### src/rtl/i2c_tx_pkg.sv
package i2c_tx_pkg;

    // fixed overhead added to every clock phase, in system clocks
    localparam int unsigned PHASE_EXTRA = 4;
    // index of the acknowledge bit within a byte slot
    localparam logic [3:0]  ACK_IDX     = 4'd8;

    typedef enum logic [2:0] {
        ST_IDLE,
        ST_START,
        ST_BLO,
        ST_BHI,
        ST_HOLD,
        ST_PLO,
        ST_PHI,
        ST_PFREE
    } bus_st_e;

    typedef struct packed {
        logic load;
        logic ack;
        logic nack;
        logic flush;
    } eng_evt_t;

    function automatic int unsigned phase_len(input int unsigned div,
                                              input int unsigned pre);
        return (div << pre) + PHASE_EXTRA;
    endfunction

endpackage

### src/rtl/i2c_tx_phase_timer.sv
module i2c_tx_phase_timer #(
    parameter int LEN_W = 16
) (
    input  logic             clk,
    input  logic             rst,
    input  logic             restart,
    input  logic [LEN_W-1:0] len,
    output logic             last
);
    logic [LEN_W-1:0] cnt_q;

    assign last = (cnt_q == len - 1'b1);

    always_ff @(posedge clk) begin
        if (rst || restart) begin
            cnt_q <= '0;
        end else if (!last) begin
            cnt_q <= cnt_q + 1'b1;
        end
    end
endmodule

### src/rtl/i2c_tx_engine.sv
module i2c_tx_engine
    import i2c_tx_pkg::*;
#(
    parameter int LEN_W = 16
) (
    input  logic             clk,
    input  logic             rst,
    input  logic             en,
    input  logic [6:0]       addr,
    input  logic [LEN_W-1:0] lo_len,
    input  logic [LEN_W-1:0] hi_len,
    input  logic             pend,
    input  logic [7:0]       hold_byte,
    input  logic             stop_req,
    input  logic             sda_in,
    output logic             scl_oe,
    output logic             sda_oe,
    output eng_evt_t         evt,
    output bus_st_e          st_o
);
    bus_st_e    st_q, st_d;
    logic [7:0] sh_q, sh_d;
    logic [3:0] bit_q, bit_d;
    logic       abort_q, abort_d;
    logic       ph_last;
    logic [LEN_W-1:0] ph_len;

    assign ph_len = (st_q == ST_BLO || st_q == ST_PLO) ? lo_len : hi_len;

    i2c_tx_phase_timer #(.LEN_W(LEN_W)) u_timer (
        .clk     (clk),
        .rst     (rst),
        .restart (st_d != st_q),
        .len     (ph_len),
        .last    (ph_last)
    );

    always_comb begin
        st_d    = st_q;
        sh_d    = sh_q;
        bit_d   = bit_q;
        abort_d = abort_q;
        evt     = '0;
        unique case (st_q)
            ST_IDLE: begin
                if (en && pend) begin
                    st_d    = ST_START;
                    sh_d    = {addr, 1'b0};
                    bit_d   = '0;
                    abort_d = 1'b0;
                end
            end
            ST_START: if (ph_last) st_d = ST_BLO;
            ST_BLO:   if (ph_last) st_d = ST_BHI;
            ST_BHI: begin
                if (ph_last) begin
                    if (bit_q != ACK_IDX) begin
                        sh_d  = {sh_q[6:0], 1'b0};
                        bit_d = bit_q + 1'b1;
                        st_d  = ST_BLO;
                    end else begin
                        if (sda_in) begin
                            evt.nack = 1'b1;
                            abort_d  = 1'b1;
                        end else begin
                            evt.ack = 1'b1;
                        end
                        if (stop_req) begin
                            st_d      = ST_PLO;
                            evt.flush = 1'b1;
                        end else if (!sda_in && pend) begin
                            st_d     = ST_BLO;
                            sh_d     = hold_byte;
                            bit_d    = '0;
                            evt.load = 1'b1;
                        end else begin
                            st_d = ST_HOLD;
                        end
                    end
                end
            end
            ST_HOLD: begin
                if (stop_req) begin
                    st_d      = ST_PLO;
                    evt.flush = 1'b1;
                end else if (pend && !abort_q) begin
                    st_d     = ST_BLO;
                    sh_d     = hold_byte;
                    bit_d    = '0;
                    evt.load = 1'b1;
                end
            end
            ST_PLO:   if (ph_last) st_d = ST_PHI;
            ST_PHI:   if (ph_last) st_d = ST_PFREE;
            ST_PFREE: if (ph_last) st_d = ST_IDLE;
            default:  st_d = ST_IDLE;
        endcase
    end

    always_ff @(posedge clk) begin
        if (rst) begin
            st_q    <= ST_IDLE;
            sh_q    <= '0;
            bit_q   <= '0;
            abort_q <= 1'b0;
        end else begin
            st_q    <= st_d;
            sh_q    <= sh_d;
            bit_q   <= bit_d;
            abort_q <= abort_d;
        end
    end

    // line drive decoded from registered state only
    assign scl_oe = (st_q == ST_BLO) || (st_q == ST_HOLD) || (st_q == ST_PLO);
    assign sda_oe = (st_q == ST_START) || (st_q == ST_PLO) || (st_q == ST_PHI) ||
                    (((st_q == ST_BLO) || (st_q == ST_BHI)) &&
                     (bit_q != ACK_IDX) && !sh_q[7]);
    assign st_o   = st_q;
endmodule

### src/rtl/i2c_tx_hostregs.sv
module i2c_tx_hostregs
    import i2c_tx_pkg::*;
(
    input  logic       clk,
    input  logic       rst,
    input  logic       thr_wr,
    input  logic [7:0] thr_data,
    input  logic       stop_cmd,
    input  logic       nack_clr,
    input  logic       nack_ie,
    input  logic       busy,
    input  eng_evt_t   evt,
    output logic [7:0] hold_byte,
    output logic       pend,
    output logic       stop_req,
    output logic       txrdy,
    output logic       nack,
    output logic       irq
);
    always_ff @(posedge clk) begin
        if (rst) begin
            hold_byte <= '0;
            pend      <= 1'b0;
            stop_req  <= 1'b0;
            txrdy     <= 1'b1;
            nack      <= 1'b0;
        end else begin
            if (thr_wr) hold_byte <= thr_data;
            pend <= thr_wr || (pend && !(evt.load || evt.flush));

            if (thr_wr)       txrdy <= 1'b0;
            else if (evt.ack) txrdy <= 1'b1;

            if (evt.nack)     nack <= 1'b1;
            else if (nack_clr) nack <= 1'b0;

            if (evt.flush)             stop_req <= 1'b0;
            else if (stop_cmd && busy) stop_req <= 1'b1;
        end
    end

    assign irq = nack && nack_ie;
endmodule

### src/rtl/i2c_tx_master.sv
module i2c_tx_master
    import i2c_tx_pkg::*;
#(
    parameter int DIV_W = 8,
    parameter int PRE_W = 3
) (
    input  logic             clk,
    input  logic             rst,
    input  logic             en,
    input  logic [6:0]       tgt_addr,
    input  logic [PRE_W-1:0] clk_pre,
    input  logic [DIV_W-1:0] lo_div,
    input  logic [DIV_W-1:0] hi_div,
    input  logic             nack_ie,
    input  logic             thr_wr,
    input  logic [7:0]       thr_data,
    input  logic             stop_cmd,
    input  logic             nack_clr,
    input  logic             sda_in,
    output logic             scl_oe,
    output logic             sda_oe,
    output logic             txrdy,
    output logic             nack,
    output logic             irq
);
    localparam int LEN_W = DIV_W + (1 << PRE_W);

    logic [LEN_W-1:0] lo_len, hi_len;
    logic [7:0]       hold_w;
    logic             pend_w, stop_req_w;
    eng_evt_t         evt_w;
    bus_st_e          eng_st;

    assign lo_len = LEN_W'(phase_len(32'(lo_div), 32'(clk_pre)));
    assign hi_len = LEN_W'(phase_len(32'(hi_div), 32'(clk_pre)));

    i2c_tx_hostregs u_regs (
        .clk       (clk),
        .rst       (rst),
        .thr_wr    (thr_wr),
        .thr_data  (thr_data),
        .stop_cmd  (stop_cmd),
        .nack_clr  (nack_clr),
        .nack_ie   (nack_ie),
        .busy      (eng_st != ST_IDLE),
        .evt       (evt_w),
        .hold_byte (hold_w),
        .pend      (pend_w),
        .stop_req  (stop_req_w),
        .txrdy     (txrdy),
        .nack      (nack),
        .irq       (irq)
    );

    i2c_tx_engine #(.LEN_W(LEN_W)) u_eng (
        .clk       (clk),
        .rst       (rst),
        .en        (en),
        .addr      (tgt_addr),
        .lo_len    (lo_len),
        .hi_len    (hi_len),
        .pend      (pend_w),
        .hold_byte (hold_w),
        .stop_req  (stop_req_w),
        .sda_in    (sda_in),
        .scl_oe    (scl_oe),
        .sda_oe    (sda_oe),
        .evt       (evt_w),
        .st_o      (eng_st)
    );
endmodule

### config.mk
export PLATFORM = sky130hd
export DESIGN_NAME = i2c_tx_master
export DESIGN_NICKNAME = d
export VERILOG_FILES = /design/src/rtl/i2c_tx_pkg.sv /design/src/rtl/i2c_tx_phase_timer.sv /design/src/rtl/i2c_tx_engine.sv /design/src/rtl/i2c_tx_hostregs.sv /design/src/rtl/i2c_tx_master.sv
export SDC_FILE = /design/constraint.sdc
export NUM_CORES = 1
export LEC_CHECK = 0
export CELL_PAD_IN_SITES_DETAIL_PLACEMENT = 0
export CELL_PAD_IN_SITES_GLOBAL_PLACEMENT = 1
export CORE_MARGIN = 2
export CORE_UTILIZATION = 39
export CTS_CLUSTER_SIZE = 20
export DETAILED_ROUTE_END_ITERATION = 10
export GPL_TIMING_DRIVEN = 0
export PLACE_DENSITY_LB_ADDON = 0.1
export SLEW_MARGIN = 20
export SYNTH_ARGS = -nofsm -noshare
export SYNTH_HDL_FRONTEND = slang
export SYNTH_HIERARCHICAL = 1
export SYNTH_SLANG_ARGS = --single-unit
### constraint.sdc
create_clock -name clk -period 5.9 [get_ports clk]
set_clock_uncertainty 0.1 [all_clocks]
set_input_delay 0.885 -clock clk [delete_from_list [all_inputs] [get_ports clk]]
set_output_delay 0.885 -clock clk [all_outputs]
set_load 0.02 [all_outputs]
==> insert_results.sql, run 1 <==
INSERT INTO impl_metrics (metric_group, metric, value, unit) VALUES
('setup_path', 'worstSetupEndpointType', 'flip-flop', ''),
('setup_path', 'crit_slowest_cell', 'or4b_4', ''),
('yosys', 'synth.area.top_cells', 'dfxtp_1 20%, mux2i_1 6.6%, mux2_2 6.4%', ''),
('final_layout', 'layout_commonest_cell', 'nand2_1', ''),
('timing', 'finalSetupViolCount', '0', ''),
('timing', 'highest_clock_rate', '0.1725', 'GHz'),
('grt', 'globalRouteTotalUtil', '21.98', '%'),
('min_path', 'timing.hold.worst_endpoint', 'u_eng/abort_q', ''),
('clock_tree', 'cts_buffers', '5', ''),
('timing', 'worst-slew-pin-transition', '0.8619', 'ns'),
('clock_tree', 'cts_tree', 'built', ''),
('yosys', 'synth_sequential_area_ratio', '20.10', '%'),
('drt', 'viasPerCell', '5.755', ''),
('yosys', 'ys_ff_latch', '44', ''),
('yosys', 'syn_avg_cell_area', '7.663', 'µm²'),
('setup_path', 'r2r_end', 'u_eng/u_timer/cnt_q[10]', ''),
('setup_path', 'critPathArrivalTime', '5.95', 'ns'),
('clock_tree', 'cts.hold.buffers_added', '0', ''),
('min_path', 'worstHoldStart', 'u_eng/abort_q', ''),
('clock_tree', 'clockBufferDepth', '2', ''),
('die', 'die_w', '110.0', 'µm'),
('status', 'status', 'finished, final reports clean', ''),
('die', 'initial_utilization', '40.26', '%'),
('drt', 'drtIter0Drc', '225', ''),
('die', 'fp.dieArea', '12100', 'µm²'),
('setup_path', 'critPathTopFamily', 'simple AND/OR/NAND/NOR gates', ''),
('final_layout', 'utilization', '52.09', '%'),
('setup_path', 'criticalPathCategory', 'primary input to flip-flop', ''),
('grt', 'grt_first_pass_wirelength', '21.21', 'mm'),
('min_path', 'holdPathStages', '2', ''),
('clock_tree', 'clock_tree.htree_level_count', '2', ''),
('clock_tree', 'clk_pin_slew_worst_paths', '0.08', 'ns'),
('timing', 'report.final.hold_viol_count', '0', ''),
('min_path', 'min_path_type', 'flip-flop to flip-flop', ''),
('grt', 'initial_antenna_violation_count', '0', ''),
('final_layout', 'drive_gt1_share', '23.20', '%'),
('timing', 'fin_worst_hold_slack', '0.3879', 'ns'),
('setup_path', 'crit_start_category', 'primary input', ''),
('final_layout', 'flow.area_growth_from_synthesis', '29.40', '%'),
('timing', 'number_of_pins_exceeding_their_max_slew_limit_in_the_final_report', '0', ''),
('setup_path', 'critical_path.max_stage_delay', '0.59', 'ns'),
('drt', 'routed_wirelength', '13.17', 'mm'),
('setup_path', 'setup_slack_of_the_worst_register_to_register_path', '0.33', 'ns'),
('drt', 'final_routed_wire_length_divided_by_cell_count', '16.65', 'µm'),
('grt', 'grt.overflow.total', '0', ''),
('yosys', 'synthDistinctLibCells', '77', ''),
('setup_path', 'crit_chain', 'buf_12, buf_8, buf_4, buf_6, mux2i_4, mux2i_2, and2_1, ha_2, mux2_2, or4b_4, or4b_1, a21o_1, a32o_2, nor4_4, clkbuf_8, o21ai_2, a32o_1, o21ai_1, a22o_1, a21oi_4, or2_4, nor2_2, a41o_2', ''),
('timing', 'period_minus_slack', '5.796', 'ns'),
('grt', 'grt_max_degree', '16', ''),
('power_and_ir_drop', 'power.density_cell_area', '200.1', 'nW/µm²'),
('clock_tree', 'clk-insertion-delay-late', '0.32', 'ns'),
('grt', 'first_global_vias', '4330', ''),
('power_and_ir_drop', 'power.leakage', '2.203', 'nW'),
('yosys', 'synth_largest_area_cell', 'dfxtp_1', ''),
('clock_tree', 'ctsRootBufferMaster', 'clkbuf_8', ''),
('setup_path', 'critical_register_to_register_path_startpoint', 'u_eng/st_o[2]', ''),
('final_layout', 'fin_area', '5672', 'µm²'),
('job', 'max_cap_violations', '0', ''),
('drt', 'via_count', '4552', ''),
('final_layout', 'layout.nets', '698', ''),
('placed_design', 'placed_area', '5046', 'µm²'),
('placed_design', 'buffer_ports.inserted', '42', ''),
('yosys', 'ys_async_sr_fraction', '0', '%'),
('yosys', 'postSynthCellCount', '572', ''),
('drt', 'drcViolationCount', '0', ''),
('setup_path', 'timing.reg2reg.worst_path_depth', '21', ''),
('placed_design', 'place_hpwl', '9.750', 'mm'),
('placed_design', 'gp_congestion', '0.8927', ''),
('die', 'die-height', '110.0', 'µm'),
('die', 'num_io_pins', '47', ''),
('setup_path', 'worstPathBufferInverterCount', '5', '');
## routing by layer
| layer | vias to the layer above | GRT usage, % | wire length (µm) |
|---|---|---|---|
| li1 | 2276 | - | - |
| met1 | 2163 | 28.56 | 6007 |
| met2 | 97 | 38.30 | 6483 |
| met3 | 16 | 2.881 | 513 |
| met4 | 0 | 5.515 | 168 |
| met5 | - | 0 | 0 |
## state kept, by name, indices dropped and copies added (netlist names)
register,count
u_regs/nack,1
u_eng/u_timer/cnt_q,16
u_regs/stop_req,1
u_regs/pend,1
u_eng/sh_q,8
u_regs/hold_byte,8
u_eng/bit_q,4
u_regs/txrdy,1
u_eng/abort_q,1
u_eng/st_o,3
## worst max-delay path by stage
| stage | from | endpoint | slack [ns] | cells after the start |
|---|---|---|---|---|
| after global placement | lo_div[0] | u_eng/u_timer/cnt_q[6] | -1.05 | 27 |
| after CTS | lo_div[0] | u_eng/u_timer/cnt_q[4] | 0.03 | 27 |
| after detailed placement | lo_div[0] | u_eng/u_timer/cnt_q[4] | -1.13 | 27 |
| final | clk_pre[1] | u_eng/u_timer/cnt_q[10] | 0.10 | 23 |
| after floorplan | clk_pre[1] | u_eng/u_timer/cnt_q[11] | 0.02 | 24 |
| after global routing | lo_div[5] | u_eng/u_timer/cnt_q[10] | -0.17 | 22 |
## timing repair
item | CTS | global route
endpoints found under the setup margin | 20 | 20
gates resized for setup | 26 | 72
pin swaps | 4 | 17
gates cloned | 0 | 1
setup buffers | 5 | 23
## metrics by stage
step,setup slack (ns),TNS (ns)
5_1_grt,-0.1697,-2.019
3_5_place_dp,-1.127,-20.83
6_report,0.1043,0
3_3_place_gp,-1.052,-19.38
2_1_floorplan,0.02143,0
4_1_cts,0.03310,0
## power breakdown
group / switching, mW / internal, mW / leakage [nW]
registers: 0.0253 / 0.317 / 0.358
logic: 0.294 / 0.250 / 1.79
clock network: 0.120 / 0.128 / 0.0548
total: 0.440 / 0.695 / 2.20
## cell type report
class                           count  area, µm²
Clock buffer                        5      68.82
Fill cell                        1089       5216
Multi-Input combinational cell    478       3517
Tap cell                          140      175.2
Sequential cell                    44      880.8
Timing Repair Buffer               71      646.9
Buffer                             33      269.0
Inverter                           17      67.56
Clock inverter                      3      46.29
## cells by family after synthesis
family | after synthesis | share of synthesized area (%)
mux | 57 | 14.59
other cells | 1 | 0.08556
xor+xnor | 29 | 5.795
compound gates | 137 | 22.24
flops | 44 | 20.10
buf+inv | 51 | 5.738
fa+ha+maj | 6 | 1.713
simple gates | 247 | 29.75
## worst min-delay path, cell delays in order, from the launching register on
cell     delay [ns]
dfxtp_1        0.33
nand2_1        0.06
a21oi_1        0.05
## cells in the mapped netlist, types with 11 or more instances
library cell	instances
xnor2_1	18
dfxtp_1	44
mux2i_1	29
nand3_1	15
nor2_1	41
nand2_1	72
clkbuf_1	15
a21oi_1	35
xor2_1	11
inv_1	16
mux2_2	25
nor3_1	19
and3_1	18
or3_1	13
o21ai_0	21
No activity file was read; power rests on OpenSTA's default activity.
==> run 2: changes to the inputs <==
--- a/config.mk
+++ b/config.mk
@@ -13,6 +13,7 @@
 export DETAILED_ROUTE_END_ITERATION = 10
 export GPL_TIMING_DRIVEN = 0
 export PLACE_DENSITY_LB_ADDON = 0.1
+export RECOVER_POWER = 100
 export SLEW_MARGIN = 20
 export SYNTH_ARGS = -nofsm -noshare
 export SYNTH_HDL_FRONTEND = slang
==> results of run 2 <==
Final layout, timing and power as in run 1 (identical DEF).
==> run 3: changes to the inputs <==
--- a/config.mk
+++ b/config.mk
@@ -8,7 +8,7 @@
 export CELL_PAD_IN_SITES_DETAIL_PLACEMENT = 0
 export CELL_PAD_IN_SITES_GLOBAL_PLACEMENT = 1
 export CORE_MARGIN = 2
-export CORE_UTILIZATION = 39
+export CORE_UTILIZATION = 43
 export CTS_CLUSTER_SIZE = 20
 export DETAILED_ROUTE_END_ITERATION = 10
 export GPL_TIMING_DRIVEN = 0
==> constraint.sdc (replaced) <==
create_clock -name clk -period 5.77 [get_ports clk]
set_clock_uncertainty 0.1 [all_clocks]
set_input_delay 0.8655 -clock clk [delete_from_list [all_inputs] [get_ports clk]]
set_output_delay 0.8655 -clock clk [all_outputs]
set_load 0.02 [all_outputs]
==> run 3 against run 2 <==
Combinational power is 4.2% higher; design area grew 0.42%; via count rose by 0.77%; power is 3.5% higher; cell count is 1.3% lower; global-route usage is 1.1 points higher; non-clock buffer count fell by 3; first-iteration DRC count is 0.44% higher; clock-buffer cell count is 1 higher; the flow now finishes with violations (negative setup slack); worst hold slack worse by 0.0075 ns; utilization up 5.9 points; clock power rose by 3%.
==> insert_results.sql, run 3 (synthesis results as in run 1) <==
INSERT INTO impl_metrics (metric_group, metric, value, unit) VALUES
('status', 'status', 'finished with violations', ''),
('status', 'failed_checks', 'negative setup slack', ''),
('final_layout', 'largest_register_ff_count', '16', ''),
('setup_path', 'criticalPathCategory', 'primary input to flip-flop', ''),
('clock_tree', 'cts.hold.buffers_added', '0', ''),
('timing', 'period_minus_slack', '5.781', 'ns'),
('setup_path', 'critical_path_required', '5.91', 'ns'),
('clock_tree', 'cts_tree', 'built', ''),
('clock_tree', 'clk_pin_slew_worst_paths', '0.09', 'ns'),
('grt', 'grt.overflow.total', '0', ''),
('drt', 'final_routed_wire_length_divided_by_cell_count', '16.60', 'µm'),
('drt', 'drtAntennaViolNets', '0', ''),
('timing', 'number_of_pins_exceeding_their_max_slew_limit_in_the_final_report', '0', ''),
('drt', 'drtPass1Iterations', '5', ''),
('setup_path', 'crit_slowest_cell', 'or4_4', ''),
('clock_tree', 'cts_buffers', '5', ''),
('placed_design', 'place_inst', '748', ''),
('timing', 'postLayoutSetupSlackWorst', '-0.01054', 'ns'),
('power_and_ir_drop', 'pwr-share-comb', '48.3', '%'),
('setup_path', 'critPathArrivalTime', '5.93', 'ns'),
('die', 'initial_utilization', '44.64', '%'),
('min_path', 'min_path_type', 'flip-flop to flip-flop', ''),
('power_and_ir_drop', 'net-switching-power', '0.4466', 'mW'),
('final_layout', 'top_regs', 'u_eng/u_timer/cnt_q x16, u_eng/sh_q x8, u_regs/hold_byte x8', ''),
('setup_path', 'worstPathMaxFanout', '7', ''),
('placed_design', 'placed_area', '5107', 'µm²'),
('die', 'floorplan.core_area', '9819', 'µm²'),
('die', 'die_w', '105.0', 'µm'),
('die', 'die-height', '105.0', 'µm'),
('die', 'rows', '36', ''),
('job', 'max_cap_violations', '0', ''),
('power_and_ir_drop', 'p_int', '0.7278', 'mW'),
('grt', 'globalRouteTotalUtil', '23.12', '%'),
('timing', 'highest_clock_rate', '0.1730', 'GHz'),
('final_layout', 'fin_area', '5695', 'µm²'),
('setup_path', 'worstPathBufferInverterCount', '4', ''),
('final_layout', 'utilization', '58.00', '%'),
('grt', 'first_global_vias', '4281', ''),
('drt', 'drtIter0Drc', '226', ''),
('final_layout', 'layout_common_cells', '72 x nand2_1, 44 x dfxtp_1, 35 x nor2_1, 34 x clkdlybuf4s50_1, 30 x buf_4', ''),
('timing', 'finalSetupViolCount', '3', ''),
('placed_design', 'place_hpwl', '9.512', 'mm'),
('power_and_ir_drop', 'power.leakage', '2.191', 'nW'),
('setup_path', 'critPathTopFamily', 'simple AND/OR/NAND/NOR gates', ''),
('setup_path', 'critical_path.max_stage_delay', '0.55', 'ns'),
('timing', 'rsz0062_at_grt', 'true', ''),
('power_and_ir_drop', 'power_switching_share', '38.03', '%'),
('drt', 'routed_wirelength', '12.96', 'mm'),
('clock_tree', 'ctsRootBufferMaster', 'clkbuf_8', ''),
('drt', 'drcViolationCount', '0', ''),
('grt', 'initial_antenna_violation_count', '0', ''),
('final_layout', 'flow.area_growth_from_synthesis', '29.95', '%'),
('final_layout', 'layout_commonest_cell', 'nand2_1', ''),
('power_and_ir_drop', 'power.density_cell_area', '206.2', 'nW/µm²'),
('drt', 'viasPerCell', '5.873', ''),
('clock_tree', 'clk-insertion-delay-late', '0.30', 'ns'),
('drt', 'via_count', '4587', ''),
('final_layout', 'drive_gt1_share', '23.77', '%'),
('power_and_ir_drop', 'worst_ir_drop_vdd', '120.6', 'µV'),
('timing', 'relSlewSlack', '38.02', '%'),
('grt', 'grt_max_degree', '15', ''),
('setup_path', 'worstSetupEndpointType', 'flip-flop', ''),
('clock_tree', 'clockBufferDepth', '2', ''),
('setup_path', 'crit_start_category', 'primary input', ''),
('die', 'num_io_pins', '47', ''),
('timing', 'fin_worst_hold_slack', '0.3803', 'ns'),
('placed_design', 'pre_cts_ws', '-0.9313', 'ns'),
('timing', 'finalCritPeriodShare', '100.2', '%'),
('grt', 'grt_first_pass_wirelength', '21.28', 'mm'),
('timing', 'worst-slew-pin-transition', '0.9226', 'ns'),
('die', 'fp.dieArea', '11020', 'µm²'),
('placed_design', 'buffer_ports.inserted', '42', ''),
('clock_tree', 'clock_tree.htree_level_count', '2', ''),
('final_layout', 'antenna_cells', '0', ''),
('power_and_ir_drop', 'power.clock.fraction', '21.8', '%'),
('final_layout', 'top_register', 'u_eng/u_timer/cnt_q', ''),
('power_and_ir_drop', 'power.share.sequential', '29.8', '%'),
('placed_design', 'gp_congestion', '0.9130', ''),
('timing', 'tns', '-0.01806', 'ns'),
('final_layout', 'nFillCells', '995', ''),
('final_layout', 'final-instance-count-excl-fill', '781', ''),
('power_and_ir_drop', 'p_total', '1.174', 'mW'),
('final_layout', 'layout.nets', '695', ''),
('timing', 'report.final.hold_viol_count', '0', ''),
('clock_tree', 'clock_sink_count', '44', '');
[run 3: worst paths after layout]
kind,start,endpoint,slack (ns),cells after the start
worst max-delay path,clk_pre[1],u_eng/u_timer/cnt_q[12],-0.01,26
worst min-delay path,u_eng/sh_q[0],u_eng/sh_q[0],0.38,2
worst max register to register,u_eng/st_o[2],u_eng/u_timer/cnt_q[12],0.23,21
worst min register to register,u_eng/sh_q[0],u_eng/sh_q[0],0.38,2
[run 3: per-layer routing]
metal,vias to the layer above,track usage [%],routed length [µm]
met3,17,2.371,556
met4,0,4.762,152
met5,-,0,0
met2,112,39.24,6224
met1,2171,31.70,6028
li1,2287,-,-
[run 3: cell type report]
cell class / instances / area, µm² / area share, %
Sequential cell: 44 / 880.8 / 15.47
Inverter: 17 / 70.07 / 1.230
Buffer: 33 / 286.5 / 5.031
Clock buffer: 6 / 82.58 / 1.450
Clock inverter: 2 / 38.79 / 0.6810
Tap cell: 133 / 166.4 / 2.922
Timing Repair Buffer: 68 / 624.3 / 10.96
Multi-Input combinational cell: 478 / 3546 / 62.26
[run 3: what timing repair did]
item | 4_1_cts | 5_1_grt
hold endpoints to repair | 0 | 0
pin swaps | 9 | 22
setup buffers | 10 | 15
gates cloned | 0 | 1
setup endpoints to repair | 16 | 16
gates resized for setup | 32 | 68
[run 3: power by group through the flow]
stage	combinational, mW	sequential, mW	clock [mW]
floorplan	0.350	0.350	0
global placement	0.465	0.357	0
detailed placement	0.470	0.357	0
CTS	0.494	0.350	0.263
global route	0.620	0.356	0.275
finish	0.568	0.350	0.256
[run 3: worst register-to-register path: cells and delay by family, from the launching register on]
family | cells | cell delay [ns]
AND/OR/NAND/NOR | 7 | 2.09
adder cells (fa/ha/maj) | 1 | 0.19
multiplexers | 1 | 0.44
AO/OA/AOI/OAI | 9 | 1.59
buffers and inverters | 3 | 0.62
flip-flops | 1 | 0.45
